==> config.mk <==
export PLATFORM = sky130hd
export DESIGN_NAME = can_lp_seq
export DESIGN_NICKNAME = d
export VERILOG_FILES = /design/src/rtl/can_lp_pkg.sv /design/src/rtl/can_lp_wake_cnt.sv /design/src/rtl/can_lp_reg_gate.sv /design/src/rtl/can_lp_fsm.sv /design/src/rtl/can_lp_seq.sv
export SDC_FILE = /design/constraint.sdc
export NUM_CORES = 1
export LEC_CHECK = 0
export CORE_ASPECT_RATIO = 1.4
export CORE_UTILIZATION = 26
export CTS_CLUSTER_SIZE = 25
export DETAILED_ROUTE_END_ITERATION = 12
export PLACE_DENSITY = 0.75
export SETUP_SLACK_MARGIN = 0.3
export SYNTH_ARGS = -nofsm -noshare
export SYNTH_HDL_FRONTEND = slang
export SYNTH_HIERARCHICAL = 1
export SYNTH_SLANG_ARGS = --single-unit
==> constraint.sdc <==
create_clock -name clk -period 1.5 [get_ports clk]
set_input_delay 0.15 -clock clk [delete_from_list [all_inputs] [get_ports clk]]
set_output_delay 0.15 -clock clk [all_outputs]
set_load 0.02 [all_outputs]
==> src/rtl/can_lp_pkg.sv <==
package can_lp_pkg;
  typedef enum logic [2:0] {
    LP_ACTIVE     = 3'd0,
    LP_SLEEP_PEND = 3'd1,
    LP_SLEEP      = 3'd2,
    LP_WAKE_WAIT  = 3'd3,
    LP_SUSP_PEND  = 3'd4,
    LP_SUSP       = 3'd5
  } lp_state_e;
endpackage

==> src/rtl/can_lp_wake_cnt.sv <==
module can_lp_wake_cnt #(
  parameter int RECESSIVE_BITS = 11
) (
  input  logic clk,
  input  logic rst_n,
  input  logic clear_i,
  input  logic tick_i,
  input  logic rx_i,
  output logic done_o
);
  localparam int CW = $clog2(RECESSIVE_BITS + 1);
  localparam logic [CW-1:0] FULL = CW'(RECESSIVE_BITS);

  logic [CW-1:0] cnt_q;

  always_ff @(posedge clk or negedge rst_n) begin
    if (!rst_n)            cnt_q <= '0;
    else if (clear_i)      cnt_q <= '0;
    else if (tick_i) begin
      if (!rx_i)           cnt_q <= '0;
      else if (cnt_q != FULL) cnt_q <= cnt_q + 1'b1;
    end
  end

  assign done_o = (cnt_q == FULL);


  dominant_restart_chk: assert property (@(posedge clk) disable iff (!rst_n)
    (tick_i && !rx_i) |=> (cnt_q == '0));
endmodule

==> src/rtl/can_lp_reg_gate.sv <==
module can_lp_reg_gate #(
  parameter int              DATA_W       = 32,
  parameter logic [DATA_W-1:0] SLEEP_STATUS = 32'h0001F040
) (
  input  logic              asleep_i,
  input  logic              rd_status_sel_i,
  input  logic [DATA_W-1:0] rd_data_i,
  output logic [DATA_W-1:0] rd_data_o,
  input  logic              wr_en_i,
  input  logic              wr_mode_sel_i,
  output logic              wr_en_o
);
  always_comb begin
    if (asleep_i) rd_data_o = rd_status_sel_i ? SLEEP_STATUS : '0;
    else          rd_data_o = rd_data_i;
  end

  assign wr_en_o = wr_en_i && (!asleep_i || wr_mode_sel_i);
endmodule

==> src/rtl/can_lp_fsm.sv <==
module can_lp_fsm
  import can_lp_pkg::*;
(
  input  logic clk,
  input  logic rst_n,
  input  logic sleep_req_i,
  input  logic suspend_req_i,
  input  logic tx_done_i,
  input  logic rx_done_i,
  input  logic arb_lost_i,
  input  logic bus_idle_i,
  input  logic busoff_rec_i,
  input  logic wake_i,
  input  logic quiet_done_i,
  output lp_state_e state_o,
  output logic sleep_req_clr_o
);
  lp_state_e state_q, state_d;
  logic      arb_seen_q;
  logic      clr_q;
  logic      frame_end;

  assign frame_end = bus_idle_i || tx_done_i ||
                     ((arb_seen_q || arb_lost_i) && rx_done_i);

  always_comb begin
    state_d = state_q;
    unique case (state_q)
      LP_ACTIVE: begin
        if (sleep_req_i)        state_d = LP_SLEEP_PEND;
        else if (suspend_req_i) state_d = LP_SUSP_PEND;
      end
      LP_SLEEP_PEND: begin
        if (!sleep_req_i)       state_d = LP_ACTIVE;
        else if (frame_end)     state_d = LP_SLEEP;
      end
      LP_SLEEP: begin
        if (wake_i)             state_d = LP_WAKE_WAIT;
      end
      LP_WAKE_WAIT: begin
        if (quiet_done_i)       state_d = LP_ACTIVE;
      end
      LP_SUSP_PEND: begin
        if (sleep_req_i)        state_d = LP_SLEEP_PEND;
        else if (!suspend_req_i) state_d = LP_ACTIVE;
        else if (bus_idle_i && !busoff_rec_i) state_d = LP_SUSP;
      end
      LP_SUSP: begin
        if (sleep_req_i)        state_d = LP_SLEEP;
        else if (!suspend_req_i) state_d = LP_ACTIVE;
      end
      default:                  state_d = LP_ACTIVE;
    endcase
  end

  always_ff @(posedge clk or negedge rst_n) begin
    if (!rst_n) begin
      state_q    <= LP_ACTIVE;
      arb_seen_q <= 1'b0;
      clr_q      <= 1'b0;
    end else begin
      state_q    <= state_d;
      arb_seen_q <= (state_q == LP_SLEEP_PEND) && (arb_seen_q || arb_lost_i);
      clr_q      <= (state_q == LP_SLEEP) && wake_i;
    end
  end

  assign state_o         = state_q;
  assign sleep_req_clr_o = clr_q;


  sleep_needs_req_chk: assert property (@(posedge clk) disable iff (!rst_n)
    (state_q != LP_SLEEP && state_d == LP_SLEEP) |-> sleep_req_i);


  susp_entry_quiet_chk: assert property (@(posedge clk) disable iff (!rst_n)
    (state_q == LP_SUSP_PEND && state_d == LP_SUSP) |-> (bus_idle_i && !busoff_rec_i));


  susp_exit_chk: assert property (@(posedge clk) disable iff (!rst_n)
    (state_q == LP_SUSP && !suspend_req_i && !sleep_req_i) |=> (state_q == LP_ACTIVE));


  sleep_priority_chk: assert property (@(posedge clk) disable iff (!rst_n)
    (state_q == LP_ACTIVE && sleep_req_i && suspend_req_i) |=> (state_q == LP_SLEEP_PEND));


  wake_clear_pulse_chk: assert property (@(posedge clk) disable iff (!rst_n)
    sleep_req_clr_o |=> !sleep_req_clr_o);
endmodule

==> src/rtl/can_lp_seq.sv <==
module can_lp_seq
  import can_lp_pkg::*;
#(
  parameter int                DATA_W         = 32,
  parameter logic [DATA_W-1:0] SLEEP_STATUS   = 32'h0001F040,
  parameter int                RECESSIVE_BITS = 11
) (
  input  logic              clk,
  input  logic              rst_n,
  input  logic              sleep_req_i,
  input  logic              suspend_req_i,
  input  logic              wake_on_bus_i,
  input  logic              tx_done_i,
  input  logic              rx_done_i,
  input  logic              arb_lost_i,
  input  logic              bus_idle_i,
  input  logic              busoff_rec_i,
  input  logic              bit_tick_i,
  input  logic              rx_i,
  input  logic              rd_status_sel_i,
  input  logic [DATA_W-1:0] rd_data_i,
  output logic [DATA_W-1:0] rd_data_o,
  input  logic              wr_en_i,
  input  logic              wr_mode_sel_i,
  output logic              wr_en_o,
  output logic              sleep_act_o,
  output logic              susp_act_o,
  output logic              bus_dis_o,
  output logic              clr_err_o,
  output logic              clr_txreq_o,
  output logic              sleep_req_clr_o
);
  lp_state_e state;
  logic      asleep, wake, quiet_done;

  assign asleep = (state == LP_SLEEP);
  assign wake   = (wr_en_i && wr_mode_sel_i) ||
                  (wake_on_bus_i && bit_tick_i && !rx_i);

  can_lp_fsm u_fsm (
    .clk             (clk),
    .rst_n           (rst_n),
    .sleep_req_i     (sleep_req_i),
    .suspend_req_i   (suspend_req_i),
    .tx_done_i       (tx_done_i),
    .rx_done_i       (rx_done_i),
    .arb_lost_i      (arb_lost_i),
    .bus_idle_i      (bus_idle_i),
    .busoff_rec_i    (busoff_rec_i),
    .wake_i          (wake),
    .quiet_done_i    (quiet_done),
    .state_o         (state),
    .sleep_req_clr_o (sleep_req_clr_o)
  );

  can_lp_wake_cnt #(.RECESSIVE_BITS(RECESSIVE_BITS)) u_wake (
    .clk     (clk),
    .rst_n   (rst_n),
    .clear_i (state != LP_WAKE_WAIT),
    .tick_i  (bit_tick_i),
    .rx_i    (rx_i),
    .done_o  (quiet_done)
  );

  can_lp_reg_gate #(.DATA_W(DATA_W), .SLEEP_STATUS(SLEEP_STATUS)) u_gate (
    .asleep_i        (asleep),
    .rd_status_sel_i (rd_status_sel_i),
    .rd_data_i       (rd_data_i),
    .rd_data_o       (rd_data_o),
    .wr_en_i         (wr_en_i),
    .wr_mode_sel_i   (wr_mode_sel_i),
    .wr_en_o         (wr_en_o)
  );

  assign sleep_act_o = asleep;
  assign susp_act_o  = (state == LP_SUSP);
  assign bus_dis_o   = asleep || (state == LP_WAKE_WAIT) || (state == LP_SUSP);
  assign clr_err_o   = asleep;
  assign clr_txreq_o = asleep;


  bus_release_chk: assert property (@(posedge clk) disable iff (!rst_n)
    (state == LP_WAKE_WAIT && !quiet_done) |=> bus_dis_o);
endmodule

# After elaboration in Yosys (flattened, before gate mapping)
# Index checks and enable logic that the tools add are counted.
[classes]
n_addsub = 1
eq_ne = 15
muxes = 18
reduce_logical = 22
[ops]
columns = ["op", "n"]
rows = [
  ["$mux W3", 11],
  ["$mux W32", 1],
  ["$pmux W3 S6", 1],
  ["$mux W17", 1],
  ["$mux W4", 4],
  ["$logic_and A1 B1 Y1", 8],
  ["$logic_or A1 B1 Y1", 7],
  ["$eq A3 B2 Y1 const B", 2],
  ["$eq A3 B3 Y1 const B", 2],
  ["$ne A3 B2 Y1 const B", 2],
  ["$ne A3 B3 Y1 const B", 2],
  ["$reduce_and A6 Y1", 1],
  ["$add A4 B1 Y4 const B", 1],
  ["$eq A4 B4 Y1 const B", 1],
  ["$ne A4 B3 Y1 const B", 1],
  ["$ne A4 B4 Y1 const B", 1],
  ["$eq A3 B1 Y1 const B", 1],
  ["$logic_not A1 Y1", 3],
  ["$logic_not A3 Y1", 1],
  ["$ne A3 B1 Y1 const B", 1],
  ["$ne A2 B1 Y1 const B", 1],
  ["$ne A2 B2 Y1 const B", 1],
  ["$reduce_and A2 Y1", 1],
  ["$reduce_bool A2 Y1", 1],
]
[word_totals]
reg_bits = 9
input_bits = 47
output_inout_bits = 39
wordCells = 60

# Logic depth before layout (Yosys ltp)
# Gate-level depths: netlist (run 1).
[depth]
depth_word = 6
depth_mapped = 6
mapped_depth_nobuf = 6

# Hierarchy
# The synthesis (run 1) kept the hierarchy.
[modules_own_cells]
columns = ["module", "n_inst", "cells_per_inst", "area_per_inst_um2", "seq_area_each_um2"]
rows = [
  ["can_lp_fsm", 1, 29, 287.8, 125.1],
  ["can_lp_reg_gate", 1, 44, 254.0, 0.0],
  ["can_lp_wake_cnt", 1, 26, 245.2, 100.1],
  ["can_lp_seq", 1, 11, 57.6, 0.0],
]

# Worst setup path after synthesis (run 1)
# No wires, ideal clock.
[synth_timing]
kind = "flip-flop to output port"
start = "register u_fsm.state_q[2] (netlist: u_fsm/state_o[2])"
end = "output rd_data_o[12]"
arrival_time_ps = 1649
setup_slack_ps = -299
stages_incl_launch_ff = 6
n_path_buf = 1
path_cell_list = "dfrtp_1 > nand2b_1 > nor2_1 > buf_4 > nand2_2 > o21ai_0"
[synth_via]
elab_chain_len = 2
[synth_lines]
columns = ["item", "line", "text"]
rows = [
  ["start, declared", "can_lp_fsm.sv:18", "lp_state_e state_q, state_d;"],
  ["start signal, assigned", "can_lp_fsm.sv:62", "state_q <= state_d;"],
  ["$eq A3 B2 Y1", "can_lp_seq.sv:36", "assign asleep = (state == LP_SLEEP);"],
  ["via clr_err_o", "can_lp_seq.sv:29", "output logic clr_err_o,"],
  ["$mux W32", "can_lp_reg_gate.sv:14", "if (asleep_i) rd_data_o = rd_status_sel_i ? SLEEP_STATUS : '0;"],
  ["end, declared", "can_lp_seq.sv:22", "output logic [DATA_W-1:0] rd_data_o,"],
]
# The timed path passes the listed nets, and every way through them passes these cells.

# Worst setup path after layout (run 1)
[layout_timing]
start = "register u_fsm.state_q[1] (netlist: u_fsm/state_o[1])"
end = "register u_fsm.state_q[0] (netlist: u_fsm/state_o[0])"
[layout_via]
elab_chain_len = 3
[layout_lines]
columns = ["item", "line", "text"]
rows = [
  ["$eq A3 B3 Y1 (tied with other cells)", "can_lp_fsm.sv:28", "unique case (state_q)"],
  ["$ne A4 B3 Y1 (no line) (tied with other cells)", "n/a", ""],
  ["$reduce_and A6 Y1 (no line)", "n/a", ""],
]
# Parallel ways exist; a longest one is shown, timed or not.
# A chain may end at the register's enable or synchronous reset.

==> impl_results.md, run 1 <==
- Wirelength per Cell: 13.58 um
- CTS Buffer Depth: 2
- Num Clock Sinks: 9
- Via count: 1189
- TritonCTS buffer count: 3
- Iter 0 DRT Violations: 25
- Hold Path Class: in -> async
- Failing checks: negative setup slack
- Final Setup Violations: 33
- Total congestion overflow: 0
- Routed Antenna Nets: 0
- Area of the multi-input gates: 635.6 um^2
- Commonest cells in the synthesized netlist: 25 x nor2b_1, 9 x dfrtp_1, 8 x inv_1, 8 x o21ai_0, 6 x nand2b_1
- Max-slew headroom: 71.48%
- Critical Path AT: 1.80 ns
- Most frequent cell after synthesis: nor2b_1
- GRT met1 Usage: 17.71%
- Die width: 50.17 um
- Register-to-Register Path Depth: 5
- DP HPWL: 2635 um
- Flop2flop setup slack: -0.18 ns
- Top_reg_cell synth: dfrtp_1
- DP Worst Slack: -0.3610 ns
- RSZ-0062 raised after global routing: yes
- Slowest cell delay on critical path: 0.50 ns
- Switch Pwr: 1.424 mW
- Reg2reg end: u_fsm/state_o[0]
- Synth async-reset ratio: 100.0%
- Static leakage: 0.8840 nW
- CTS tree: yes
- PwrDens: 1611 mW/mm^2
- Crit end category: flop
- Master of the slowest instance on the critical path: or4b_4
- Logic pwr share: 80.9%
- Unique masters post-synth: 36
- Routability cong.: 0.7397
- Endpoints failing hold: 0
- Fin crit share: 112.2%
- Synthesized Nets: 158
- First-pass GRT wire length: 5278 um
- Synthesized area per cell: 7.678 um^2
- Io pins: 86
- Final wirelength: 3382 um
- MaxCap Viol Count: 0
- Fin crit period: 1.683 ns
- CP Class: reg -> reg
- Top delay family on crit path: simple AND/OR/NAND/NOR gates
- Hold-fix buffers, CTS: 0
- WP buf/inv: 1
- Die footprint: 0.003484 mm^2
- Total track usage: 19.15%
- Worst setup margin: -0.1826 ns
- Seq cells post-synth: 9
- Power Total: 3.136 mW
- Top post-synthesis cells by area: dfrtp_1 27%, nor2b_1 19%, o21ai_0 4.7%
- Crit path cell chain: buf_6 > or4b_4 > nor3_4 > a211oi_2 > mux2_4
- Initial antenna violation count: 0
- Accumulated negative setup slack: -2.225 ns
- Synth warnings: 6
- Most used routing layer: met2
- PortBufs: 85
- FILL cells: 273
- H-tree depth: 1
- Largest net degree at the start of global routing: 12
- Synth top area share: 26.67%
- Maximum vdd drop: 0.8800 mV
- DRC Markers: 0
- Seq/Total Area, Yosys: 26.67%
- Via density: 4.775
- Drt pass-1 iters: 4
- Mapped Area: 844.6 um^2
- Data required time of the critical path: 1.61 ns
- Count of flip-flops with a built-in enable after synthesis: 0
- Worst-skew pair later-pin latency: 0.23 ns
- Layout overhead on the synthesized area: 130.5%
- Die H: 69.44 um
- Int Power: 1.712 mW
- Vias in the first global route: 1179
- Clock-pin slew on the worst setup and hold paths: 0.05 ns
- GR Layer Usage met3: 5.482%
- Initial Util: 27.31%
- Switching part of the total: 45.40%
- Diode count: 0
- Sequential share of power: 10.3%
- Crit start category: flop
- Synthesized instance count: 110
- Clock share of power: 8.9%
- Rows: 24
- Final #Nets: 259
- Routing usage on met2: 39.26%
- Worst-margin pin slew: 0.4264 ns
- Reg-to-reg startpoint: u_fsm/state_o[1]
- Fmax: 0.5943 GHz
- Pins over their slew limit: 0
- Share of cells above drive strength 1: 38.57%
- CP max FO: 2
- Worst Skew: 0.003153 ns
- Area leader, netlist: dfrtp_1
- Outcome: finished with violations
- Root buffer cell: clkbuf_8
- Core Area: 0.003093 mm^2
- FF/Latch Area: 226.5 um^2
## area by class of cell
cell class                 instances  area share, %
multi-input combinational         86          32.65
sequential                         9          11.63
tap                               39          2.506
clock buffer                       4          2.314
inverter                           8          1.542
timing repair buffer             103          49.36
## timing repair
action	4_1_cts	5_1_grt
gates resized for setup	163	15
setup endpoints to repair	43	43
pin swaps	4	1
setup buffers	4	0
gates cloned	1	0
## power by group through the flow
stage / sequential [mW] / combinational, mW / clock [mW]
global placement: 0.321 / 2.45 / 0
detailed placement: 0.323 / 2.50 / 0
global route: 0.331 / 2.68 / 0.292
CTS: 0.323 / 2.52 / 0.283
finish: 0.322 / 2.54 / 0.278
floorplan: 0.350 / 1.36 / 0
## worst max-delay path by stage
stage | endpoint | from | depth (start not counted) | slack, ns
finish | u_fsm/state_o[0] | u_fsm/state_o[1] | 5 | -0.18
floorplan | u_fsm/state_o[0] | u_fsm/state_o[1] | 4 | -0.09
global route | u_fsm/state_o[0] | u_fsm/state_o[1] | 5 | -0.22
CTS | rd_data_o[24] | u_fsm/state_o[2] | 6 | -0.16
global placement | u_fsm/state_o[0] | sleep_req_i | 5 | -0.30
detailed placement | u_fsm/state_o[0] | sleep_req_i | 5 | -0.36
## through the flow
step / cell area, um^2 / utilization, % / hold WS (ns) / instances
after floorplan: 925.9 / - / -0.1456 / 110
after global placement: 1882 / 60.84 / 0.4710 / 240
after detailed placement: 1882 / 60.84 / 0.4831 / 240
after CTS: 1956 / 63.23 / 0.2399 / 249
after global routing: 1947 / 62.94 / 0.2606 / 249
final: 1947 / 62.94 / 0.2271 / 249
## kinds of logic after synthesis
logic type / after synthesis / synth area share, %
AOI/OAI and AO/OA: 21 / 15.56
adders and majority gates: 1 / 1.481
buffers and inverters: 15 / 8.443
DFF: 9 / 26.67
muxes: 1 / 1.777
and+or+nand+nor: 63 / 46.08
## flip-flops by register name (all words and copies together) (netlist names)
| name | cells |
|---|---|
| u_fsm/sleep_req_clr_o | 1 |
| u_wake/cnt_q | 4 |
| u_fsm/arb_seen_q | 1 |
| u_fsm/state_o | 3 |
## placed cells by master (no fill, tap or decap), types with 3 or more instances in the layout
cell / synthesis / final
clkdlybuf4s50_1: 0 / 46
buf_4: 3 / 24
nor2b_1: 25 / 23
buf_2: 3 / 14
clkdlybuf4s15_2: 0 / 8
inv_1: 8 / 8
dfrtp_1: 9 / 8
buf_6: 0 / 7
nand2b_1: 6 / 6
nand2_1: 5 / 4
a31oi_1: 4 / 4
o21ai_2: 0 / 4
nand3_1: 4 / 4
clkbuf_8: 0 / 3
nor2_1: 5 / 3
or3_1: 3 / 3
o21ai_1: 2 / 3
and2b_1: 3 / 3
## layer usage
| layer | part of all wire, % | vias to the layer above |
|---|---|---|
| met1 | 35 | 548 |
| met4 | 0.47 | 0 |
| met2 | 54 | 69 |
| met5 | 0 | - |
| li1 | - | 570 |
| met3 | 11 | 2 |
Power figures use the tool's default switching activity.
==> run 2: changes to the inputs <==
PLACE_DENSITY = not set   (was 0.75)
PLACE_DENSITY_LB_ADDON = 0.1   (was not set)
==> run 2 against run 1 <==
Against the previous run: the flow still finishes with violations (negative setup slack); worst setup slack gained 0.11 ns; final cell count grew 4.0%; flip-flop and latch count is the same; maximum frequency grew 6.7%; hold slack lost 0.0078 ns; design area grew 15%; via count shrank 0.25%; clock-buffer cell count shrank 1; register-to-register slack gained 0.11 ns; total power grew 22%; clock power is essentially flat; global-route usage grew 0.20 points; critical endpoint unchanged; largest cell class unchanged; largest power group unchanged.
==> impl_results.md, run 2 (same netlist as run 1, synthesis figures left out) <==
- Outcome: finished with violations
- Failing checks: negative setup slack
- Total track usage: 19.35% (+0.20 points)
- Logic pwr share: 83.7% (+2.8 points)
- Worst Skew: 0.001846 ns (-0.001307 ns)
- Fmax: 0.6342 GHz (+6.7%)
- Max-slew headroom: 72.31% (+0.82 points)
- MaxCap Viol Count: 0 (unchanged)
- Slowest cell delay on critical path: 0.44 ns (-0.06 ns)
- Via density: 4.579 (-4.1%)
- DRC Markers: 0 (unchanged)
- Switch Pwr: 1.704 mW (+20%)
- DP Worst Slack: -0.3127 ns (+0.04833 ns)
- Wirelength per Cell: 13.78 um (+1.4%)
- Die footprint: 0.003484 mm^2 (unchanged)
- H-tree depth: 1 (unchanged)
- Clock share of power: 7.3% (-1.6 points)
- Worst-skew pair later-pin latency: 0.23 ns (about the same)
- CP max FO: 7 (+5)
- Static leakage: 1.025 nW (+16%)
- Fin crit period: 1.577 ns (-0.1058 ns)
- Top reg by flops: u_wake/cnt_q
- Hold Path Class: in -> async
- PortBufs: 85 (unchanged)
- Clock-pin slew on the worst setup and hold paths: 0.05 ns (about the same)
- RSZ-0062 raised after global routing: yes
- CTS Buffer Depth: 2 (unchanged)
- DP HPWL: 2657 um (+0.82%)
- Vias in the first global route: 1132 (-4.0%)
- Sequential share of power: 9.0% (-1.3 points)
- Final wirelength: 3568 um (+5.5%)
- Pins over their slew limit: 0 (unchanged)
- Crit path cell chain: buf_6 > nor3b_2 > o21ai_1 > a211oi_2 > mux2_4
- Placed Area: 0.001864 mm^2 (-0.93%)
- CTS tree: yes
- First-pass GRT wire length: 5271 um (-0.13%)
- CP Class: reg -> reg
- TritonCTS buffer count: 3 (unchanged)
- Crit start category: flop
- Rows: 24 (unchanged)
- Initial Util: 27.31% (unchanged)
- Maximum vdd drop: 1.012 mV (+15%)
- Critical Path AT: 1.69 ns (-0.11 ns)
- Accumulated negative setup slack: -0.4277 ns (+1.797 ns)
- WP buf/inv: 1 (unchanged)
- Worst-margin pin slew: 0.4141 ns (-0.01228 ns)
- Die H: 69.44 um (unchanged)
- Initial antenna violation count: 0 (unchanged)
- Endpoints failing hold: 0 (unchanged)
- Num Clock Sinks: 9 (unchanged)
- Iter 0 DRT Violations: 39 (+56%)
- Io pins: 86 (unchanged)
- Total congestion overflow: 0 (unchanged)
- Final #Nets: 269 (+3.9%)
- Fin crit share: 105.1% (-7.1 points)
- Top delay family on crit path: flip-flops
- Largest net degree at the start of global routing: 10 (-2)
- Die width: 50.17 um (unchanged)
- PwrDens: 1710 mW/mm^2 (+6.2%)
- Commonest non-fill, non-tap cell in the layout: clkdlybuf4s50_1
- Crit end category: flop
- Post-route design area: 0.002236 mm^2 (+15%)
- Switching part of the total: 44.55% (-0.85 points)
- Routed Antenna Nets: 0 (unchanged)
- Master of the slowest instance on the critical path: dfrtp_2
- Routability cong.: 0.8169 (+10%)
- Diode count: 0 (unchanged)
- Root buffer cell: clkbuf_8
- Core Area: 0.003093 mm^2 (unchanged)
- Share of cells above drive strength 1: 48.64% (+10 points)
- Worst setup margin: -0.07673 ns (+0.1058 ns)
- Core Util, Final: 72.29% (+9.3 points)
- Most frequent cells in the layout: 46 x clkdlybuf4s50_1, 35 x buf_6, 28 x buf_4
- Layout overhead on the synthesized area: 164.7%
- Drt pass-1 iters: 4 (unchanged)
- Via count: 1186 (-0.25%)
- Largest register FFs: 4 (unchanged)
- Final Setup Violations: 21 (-36%)
- Int Power: 2.121 mW (+24%)
- Data required time of the critical path: 1.61 ns (about the same)
[run 2: final cells by class]
class | instances | area, um^2
clock buffers | 3 | 41.29
clock inverters | 1 | 5.005
fillers | 230 | 857.1
inverters | 8 | 30.03
multi-input cells | 87 | 779.5
flip-flops and latches | 9 | 227.7
well taps | 39 | 48.80
repair buffers | 112 | 1104
[run 2: path summary, 6_finish.rpt]
check	startpoint	to	slack [ns]	depth (start not counted)
max in group asynchronous	rst_n	u_fsm/state_o[0]	0.97	1
max	u_fsm/state_o[0]	u_fsm/state_o[0]	-0.08	5
min reg2reg	u_fsm/arb_seen_q	u_fsm/arb_seen_q	0.61	2
max reg2reg	u_fsm/state_o[0]	u_fsm/state_o[0]	-0.08	5
min	rst_n	u_wake/cnt_q[0]	0.22	1
min in group clk	suspend_req_i	u_fsm/state_o[2]	0.59	2
[run 2: power groups by stage]
stage	Clock (mW)	Combinational, mW	Sequential [mW]
after floorplan	0	1.36	0.350
after global placement	0	2.32	0.326
after detailed placement	0	2.36	0.329
after CTS	0.292	2.80	0.348
after global routing	0.301	3.34	0.349
final	0.280	3.20	0.344
[run 2: per-stage QoR]
step | power (mW) | std cells | hold WS [ns]
2_1_floorplan | 1.710 | 110 | -0.1456
3_3_place_gp | 2.649 | 241 | 0.4849
3_5_place_dp | 2.688 | 241 | 0.4771
4_1_cts | 3.439 | 256 | 0.2264
5_1_grt | 3.995 | 259 | 0.2684
6_report | 3.824 | 259 | 0.2193
[run 2: routing by layer]
layer	global-route usage (%)	part of all wire, %	up-vias
met4	5.714	0.34	0
met2	37.63	57	52
li1	-	-	591
met5	0	0	-
met3	3.289	6.6	2
met1	19.95	36	541
[run 2: timing repair]
action | CTS | global route
resized for setup | 235 | 39
hold buffers | 0 | 0
endpoints found under the setup margin | 43 | 44
buffers inserted | 8 | 3
cloned | 3 | 0
pin swaps | 10 | 4
